<file path="src/rtl/ps_clk_pkg.sv">
package ps_clk_pkg;

    localparam int CODE_W   = 3;
    localparam int MAX_CODE = 6;
    localparam int HALF_MAX = 1 << (MAX_CODE + 1);
    localparam int HALF_W   = $clog2(HALF_MAX) + 1;
    localparam int N_OUT    = 2;

    typedef struct packed {
        logic [N_OUT-1:0]  drv;
        logic [N_OUT-1:0]  sel;
        logic              ps_on;
        logic [CODE_W-1:0] code;
    } cfg_t;

    localparam int   CFG_W     = $bits(cfg_t);
    localparam cfg_t CFG_RESET = '{drv: '1, sel: '0, ps_on: 1'b0, code: '0};

    function automatic logic [HALF_W-1:0] half_of(input logic [CODE_W-1:0] code,
                                                  input logic              on);
        logic [CODE_W-1:0] c;
        c = (int'(code) > MAX_CODE) ? CODE_W'(MAX_CODE) : code;
        if (!on) return HALF_W'(1);
        return HALF_W'(1) << (c + 1'b1);
    endfunction

endpackage

</file>
<file path="src/rtl/ps_cfg_regs.sv">
module ps_cfg_regs
    import ps_clk_pkg::*;
(
    input  logic             clk,
    input  logic             rst,
    input  logic             we,
    input  logic [CFG_W-1:0] wdata,
    input  logic             irq,
    output cfg_t             cfg_q
);

    cfg_t cfg_d;

    always_comb begin
        cfg_d = cfg_q;
        if (we)  cfg_d = cfg_t'(wdata);
        if (irq) cfg_d.ps_on = 1'b0;
    end

    always_ff @(posedge clk) begin
        if (rst) cfg_q <= CFG_RESET;
        else     cfg_q <= cfg_d;
    end

    // interrupt leaves power-save off
    p_irq_exit_r4: assert property (@(posedge clk) disable iff (rst)
        irq |=> !cfg_q.ps_on);

    // plain write is stored
    p_write_r8: assert property (@(posedge clk) disable iff (rst)
        (we && !irq) |=> (cfg_q == cfg_t'($past(wdata))));

    // idle register holds
    p_hold_r8: assert property (@(posedge clk) disable iff (rst)
        (!we && !irq) |=> $stable(cfg_q));

endmodule

</file>
<file path="src/rtl/ps_div_core.sv">
module ps_div_core
    import ps_clk_pkg::*;
(
    input  logic              clk,
    input  logic              rst,
    input  logic [HALF_W-1:0] target_half,
    output logic              proc_q,
    output logic              pll_q,
    output logic              proc_nx,
    output logic              pll_nx
);

    logic [HALF_W-1:0] cnt, cnt_nx;
    logic [HALF_W-1:0] cur_half, half_nx;
    logic              wrap;

    always_comb begin
        wrap    = (cnt == cur_half - 1'b1);
        proc_nx = wrap ? ~proc_q : proc_q;
        pll_nx  = ~pll_q;
        cnt_nx  = wrap ? '0 : cnt + 1'b1;
        // a new length is adopted only where a low half ends
        half_nx = (wrap && !proc_q) ? target_half : cur_half;
    end

    always_ff @(posedge clk) begin
        if (rst) begin
            cnt      <= '0;
            cur_half <= HALF_W'(1);
            proc_q   <= 1'b0;
            pll_q    <= 1'b0;
        end else begin
            cnt      <= cnt_nx;
            cur_half <= half_nx;
            proc_q   <= proc_nx;
            pll_q    <= pll_nx;
        end
    end

    // the half length changes only together with a rising processor clock
    p_len_at_rise_r5: assert property (@(posedge clk) disable iff (rst)
        (cur_half != $past(cur_half)) |-> $rose(proc_q));

    // phase counter stays inside the active half
    p_cnt_bound_r3: assert property (@(posedge clk) disable iff (rst)
        cnt < cur_half);

endmodule

</file>
<file path="src/rtl/ps_out_drive.sv">
module ps_out_drive (
    input  logic clk,
    input  logic rst,
    input  logic drv_en,
    input  logic sel_pll,
    input  logic proc_nx,
    input  logic pll_nx,
    input  logic proc_q,
    input  logic pll_q,
    output logic clk_o
);

    always_ff @(posedge clk) begin
        if (rst)          clk_o <= 1'b0;
        else if (!drv_en) clk_o <= 1'b0;
        else              clk_o <= sel_pll ? pll_nx : proc_nx;
    end

    // disabled pin stays low
    p_gated_low_r7: assert property (@(posedge clk) disable iff (rst)
        !drv_en |=> !clk_o);

    // processor-clock selection tracks the divider
    p_follow_proc_r6: assert property (@(posedge clk) disable iff (rst)
        (drv_en && !sel_pll) |=> (clk_o == proc_q));

    // PLL selection tracks the PLL-rate wave
    p_follow_pll_r6: assert property (@(posedge clk) disable iff (rst)
        (drv_en && sel_pll) |=> (clk_o == pll_q));

endmodule

</file>
<file path="src/rtl/ps_clk_gen.sv">
module ps_clk_gen
    import ps_clk_pkg::*;
(
    input  logic             clk,
    input  logic             rst,
    input  logic             cfg_we,
    input  logic [CFG_W-1:0] cfg_wdata,
    input  logic             irq,
    output logic [CFG_W-1:0] cfg_rdata,
    output logic             proc_clk,
    output logic             clkout_a,
    output logic             clkout_b
);

    cfg_t              cfg_q;
    logic [HALF_W-1:0] target_half;
    logic              proc_q, pll_q, proc_nx, pll_nx;
    logic [N_OUT-1:0]  out_q;

    ps_cfg_regs u_cfg (
        .clk   (clk),
        .rst   (rst),
        .we    (cfg_we),
        .wdata (cfg_wdata),
        .irq   (irq),
        .cfg_q (cfg_q)
    );

    always_comb target_half = half_of(cfg_q.code, cfg_q.ps_on);

    ps_div_core u_div (
        .clk         (clk),
        .rst         (rst),
        .target_half (target_half),
        .proc_q      (proc_q),
        .pll_q       (pll_q),
        .proc_nx     (proc_nx),
        .pll_nx      (pll_nx)
    );

    generate
        for (genvar g = 0; g < N_OUT; g++) begin : g_out
            ps_out_drive u_drv (
                .clk     (clk),
                .rst     (rst),
                .drv_en  (cfg_q.drv[g]),
                .sel_pll (cfg_q.sel[g]),
                .proc_nx (proc_nx),
                .pll_nx  (pll_nx),
                .proc_q  (proc_q),
                .pll_q   (pll_q),
                .clk_o   (out_q[g])
            );
        end
    endgenerate

    assign cfg_rdata = cfg_q;
    assign proc_clk  = proc_q;
    assign clkout_a  = out_q[0];
    assign clkout_b  = out_q[1];

endmodule

</file>
<file path="config.mk">
export PLATFORM = sky130hd
export DESIGN_NAME = ps_clk_gen
export DESIGN_NICKNAME = d
export VERILOG_FILES = /design/src/rtl/ps_clk_pkg.sv /design/src/rtl/ps_cfg_regs.sv /design/src/rtl/ps_div_core.sv /design/src/rtl/ps_out_drive.sv /design/src/rtl/ps_clk_gen.sv
export SDC_FILE = /design/constraint.sdc
export NUM_CORES = 1
export LEC_CHECK = 0
export ABC_AREA = 1
export CAP_MARGIN = 20
export CELL_PAD_IN_SITES_DETAIL_PLACEMENT = 0
export CELL_PAD_IN_SITES_GLOBAL_PLACEMENT = 1
export CORE_ASPECT_RATIO = 1.75
export CORE_MARGIN = 2
export CORE_UTILIZATION = 37
export DETAILED_ROUTE_END_ITERATION = 6
export GPL_ROUTABILITY_DRIVEN = 0
export PLACE_DENSITY_LB_ADDON = 0.1
export SLEW_MARGIN = 20
export SYNTH_ARGS = -nofsm -noshare
export SYNTH_HDL_FRONTEND = slang
export SYNTH_SLANG_ARGS = --single-unit
</file>
<file path="constraint.sdc">
create_clock -name clk -period 2.2 [get_ports clk]
set_input_delay 0.33 -clock clk [delete_from_list [all_inputs] [get_ports clk]]
set_output_delay 0.33 -clock clk [all_outputs]
set_load 0.1 [all_outputs]
</file>
==> flow_summary.ini <==
[detailed_routing]
routed_wl_mm = 3.06
vias = 1216
routedWlPerCell_um = 11.9
ant_nets = 0
viasPerCell = 4.73
drtPass1Iterations = 4
drtIter0Drc = 17
drc = 0

[final_layout]
seqCellArea_um2 = 562
fin_util_pct = 46.9
final_common_cell = nand2_1
fillers = 416
insertedDiodeCount = 0
syn_to_final_growth_pct = 24.1
multi_input_area_um2 = 708
layout.cells.non_filler = 257
layout-drive-gt1-share_pct = 15.6
fin_nets = 228
layout_common_cells = 37 x nand2_1, 34 x nor2_1, 27 x dfxtp_1

[worst_setup_path]
critical_path_class = reg2reg
required_ps = 2410
cp.arrival_ps = 2210
cp-start-kind = register
worst_setup_path_end_kind = register
crit_path_max_fanout = 4

[clock_network]
clk_transition_reported_paths_ps = 90
htreeDepth = 1
worst_skew_pair.late_latency_ps = 270
clock-sinks = 28
cts_tree = done
cts_buffers = 3
cts_root_buffer = clkbuf_8
cts_buffer_depth = 2

[sta]
setup_viol = 0
postLayoutSetupSlackWorst_ps = 197
relSlewSlack_pct = 78.4
worst_pin_slew_ps = 323
period_needed_ps = 2000
slew_violations = 0
rsz0062_at_grt = no
hold_violations = 0
fmax_mhz = 499
fin_crit_sh_pct = 91.1
finalClockSkew_ps = 3.30

[die]
die_h_um = 83.7
fp.dieArea_um2 = 4150
initial_core_util_pct = 37.8
die_w_um = 49.5
coreArea_um2 = 3560
rows = 29
io_pins = 23

[global_routing]
grt_max_degree = 15
first_global_vias = 1248
grt_pass1_wl_mm = 5.22
gr-total-overflow = 0
grt.total_usage_pct = 16.2
antenna_found_initial = 0

[outcome]
status = finished clean

[power_and_ir_drop]
ir_drop_mv = 0.647
p_leak_nw = 0.721
cellPowerDensity_nw_per_um2 = 1000

[synth]
ys_types = 22
synth_fp_nets = 204
syn_inst = 189
syn_area_per_cell_um2 = 7.10
yosysWarningCount = 0
syn_area_um2 = 1340
synth-seq-cells = 28
seq_area_frac_synth_pct = 41.8

[placement]
pre_cts_ws_ps = -35.4
hpwl_mm = 2.43
portBuffers = 22
dp.cells = 254

[hold_path]
worstHoldPathType = reg2reg

[run]
cap_violations = 0
[sequential cells by signal, summed over array words and instances (netlist names)]
name	cells
u_cfg.cfg_q	8
g_out.u_drv.clk_o	2
u_div.cnt	8
u_div.pll_q	1
u_div.cur_half	8
u_div.proc_q	1
[metal layers]
layer / vias up / track usage (%) / share of wire, %
met5: - / 0 / 0
met2: 22 / 31.5 / 56
met3: 8 / 2.33 / 2.4
met4: 0 / 8.59 / 2.8
met1: 554 / 15.4 / 39
li1: 632 / - / -
[cells by family (layout without fill, tap and decap cells)]
group | count (synthesis) | after routing | share of synthesized area, %
adder cells (fa/ha/maj) | 3 | 3 | 2.80
XOR/XNOR | 11 | 11 | 7.18
AND/OR/NAND/NOR | 99 | 99 | 31.7
AO/OA/AOI/OAI | 19 | 19 | 7.36
buffers and inverters | 29 | 51 | 9.23
flip-flops | 28 | 28 | 41.8
[per-stage QoR]
step / instance area [um^2] / hold WS [ps] / TNS, ps / power [mW]
final: 1670 / 408 / 0 / 1.67
after global routing: 1670 / 423 / 0 / 1.80
after CTS: 1640 / 412 / 0 / 1.65
after detailed placement: 1570 / 398 / -101 / 1.34
after global placement: 1570 / 396 / 0 / 1.33
after floorplan: 1340 / 386 / 0 / 1.16
[Yosys cell counts]
master    count  area share [%]
dfxtp_1      28              42
ha_1          3             2.8
buf_1         1            0.28
xnor2_1       6             3.9
nand2_2       2            0.93
clkinv_1      1            0.28
nand2_4       1            0.84
xor2_1        5             3.3
nand4_1       2            0.93
nand2_1      38              11
buf_4         4             2.2
o21ai_0       7             2.6
nand3b_1      1            0.56
nor2_2        2            0.93
nor3_1        1            0.37
nor3_2        1            0.75
nor4_1        1            0.47
inv_1        23             6.4
a32oi_1       1            0.65
nor2_1       36              10
a21oi_1      11             4.1
nand3_1      14             5.2
[power breakdown]
part	total (mW)	internal, mW	switching, mW
clock network	0.272	0.123	0.149
registers	0.601	0.561	0.0398
logic	0.797	0.246	0.551
[path summary, 6_finish.rpt]
check                                                    start                             end  slack [ps]  depth (start not counted)
worst max-delay path            u_div.cur_half[1]$_SDFFE_PP0P_  u_div.cur_half[6]$_SDFFE_PP0P_         200                         15
worst min-delay path                    u_div.pll_q$_SDFF_PP0_          u_div.pll_q$_SDFF_PP0_         410                          1
worst max register to register  u_div.cur_half[1]$_SDFFE_PP0P_  u_div.cur_half[6]$_SDFFE_PP0P_         200                         15
worst min register to register          u_div.pll_q$_SDFF_PP0_          u_div.pll_q$_SDFF_PP0_         410                          1
[critical path, stage by stage (launching register included)]
cell	delay, ps
dfxtp_1	370
inv_1	80
ha_4	270
nor2_1	30
nor2_1	100
nand2_1	60
nor2_1	100
nand3_1	80
nor2_2	130
nand2_2	90
inv_2	70
ha_4	140
nand2_2	80
nor2_4	130
nand3_1	100
a21oi_2	110
[timing repair]
| action | 4_1_cts | 5_1_grt |
|---|---|---|
| buffers inserted | 0 | 0 |
| pin swaps | 2 | 1 |
| hold buffers | 0 | 0 |
| resized for setup | 5 | 8 |
| endpoints found under the setup margin | 5 | 7 |
| cloned | 0 | 0 |
[area by class of cell]
type,instances,area share [%]
clock buffers,3,2.48
inverters,24,5.41
multi-input cells,132,42.5
flip-flops and latches,28,33.7
well taps,46,3.45
repair buffers,24,12.5
Power figures use the tool's default switching activity.
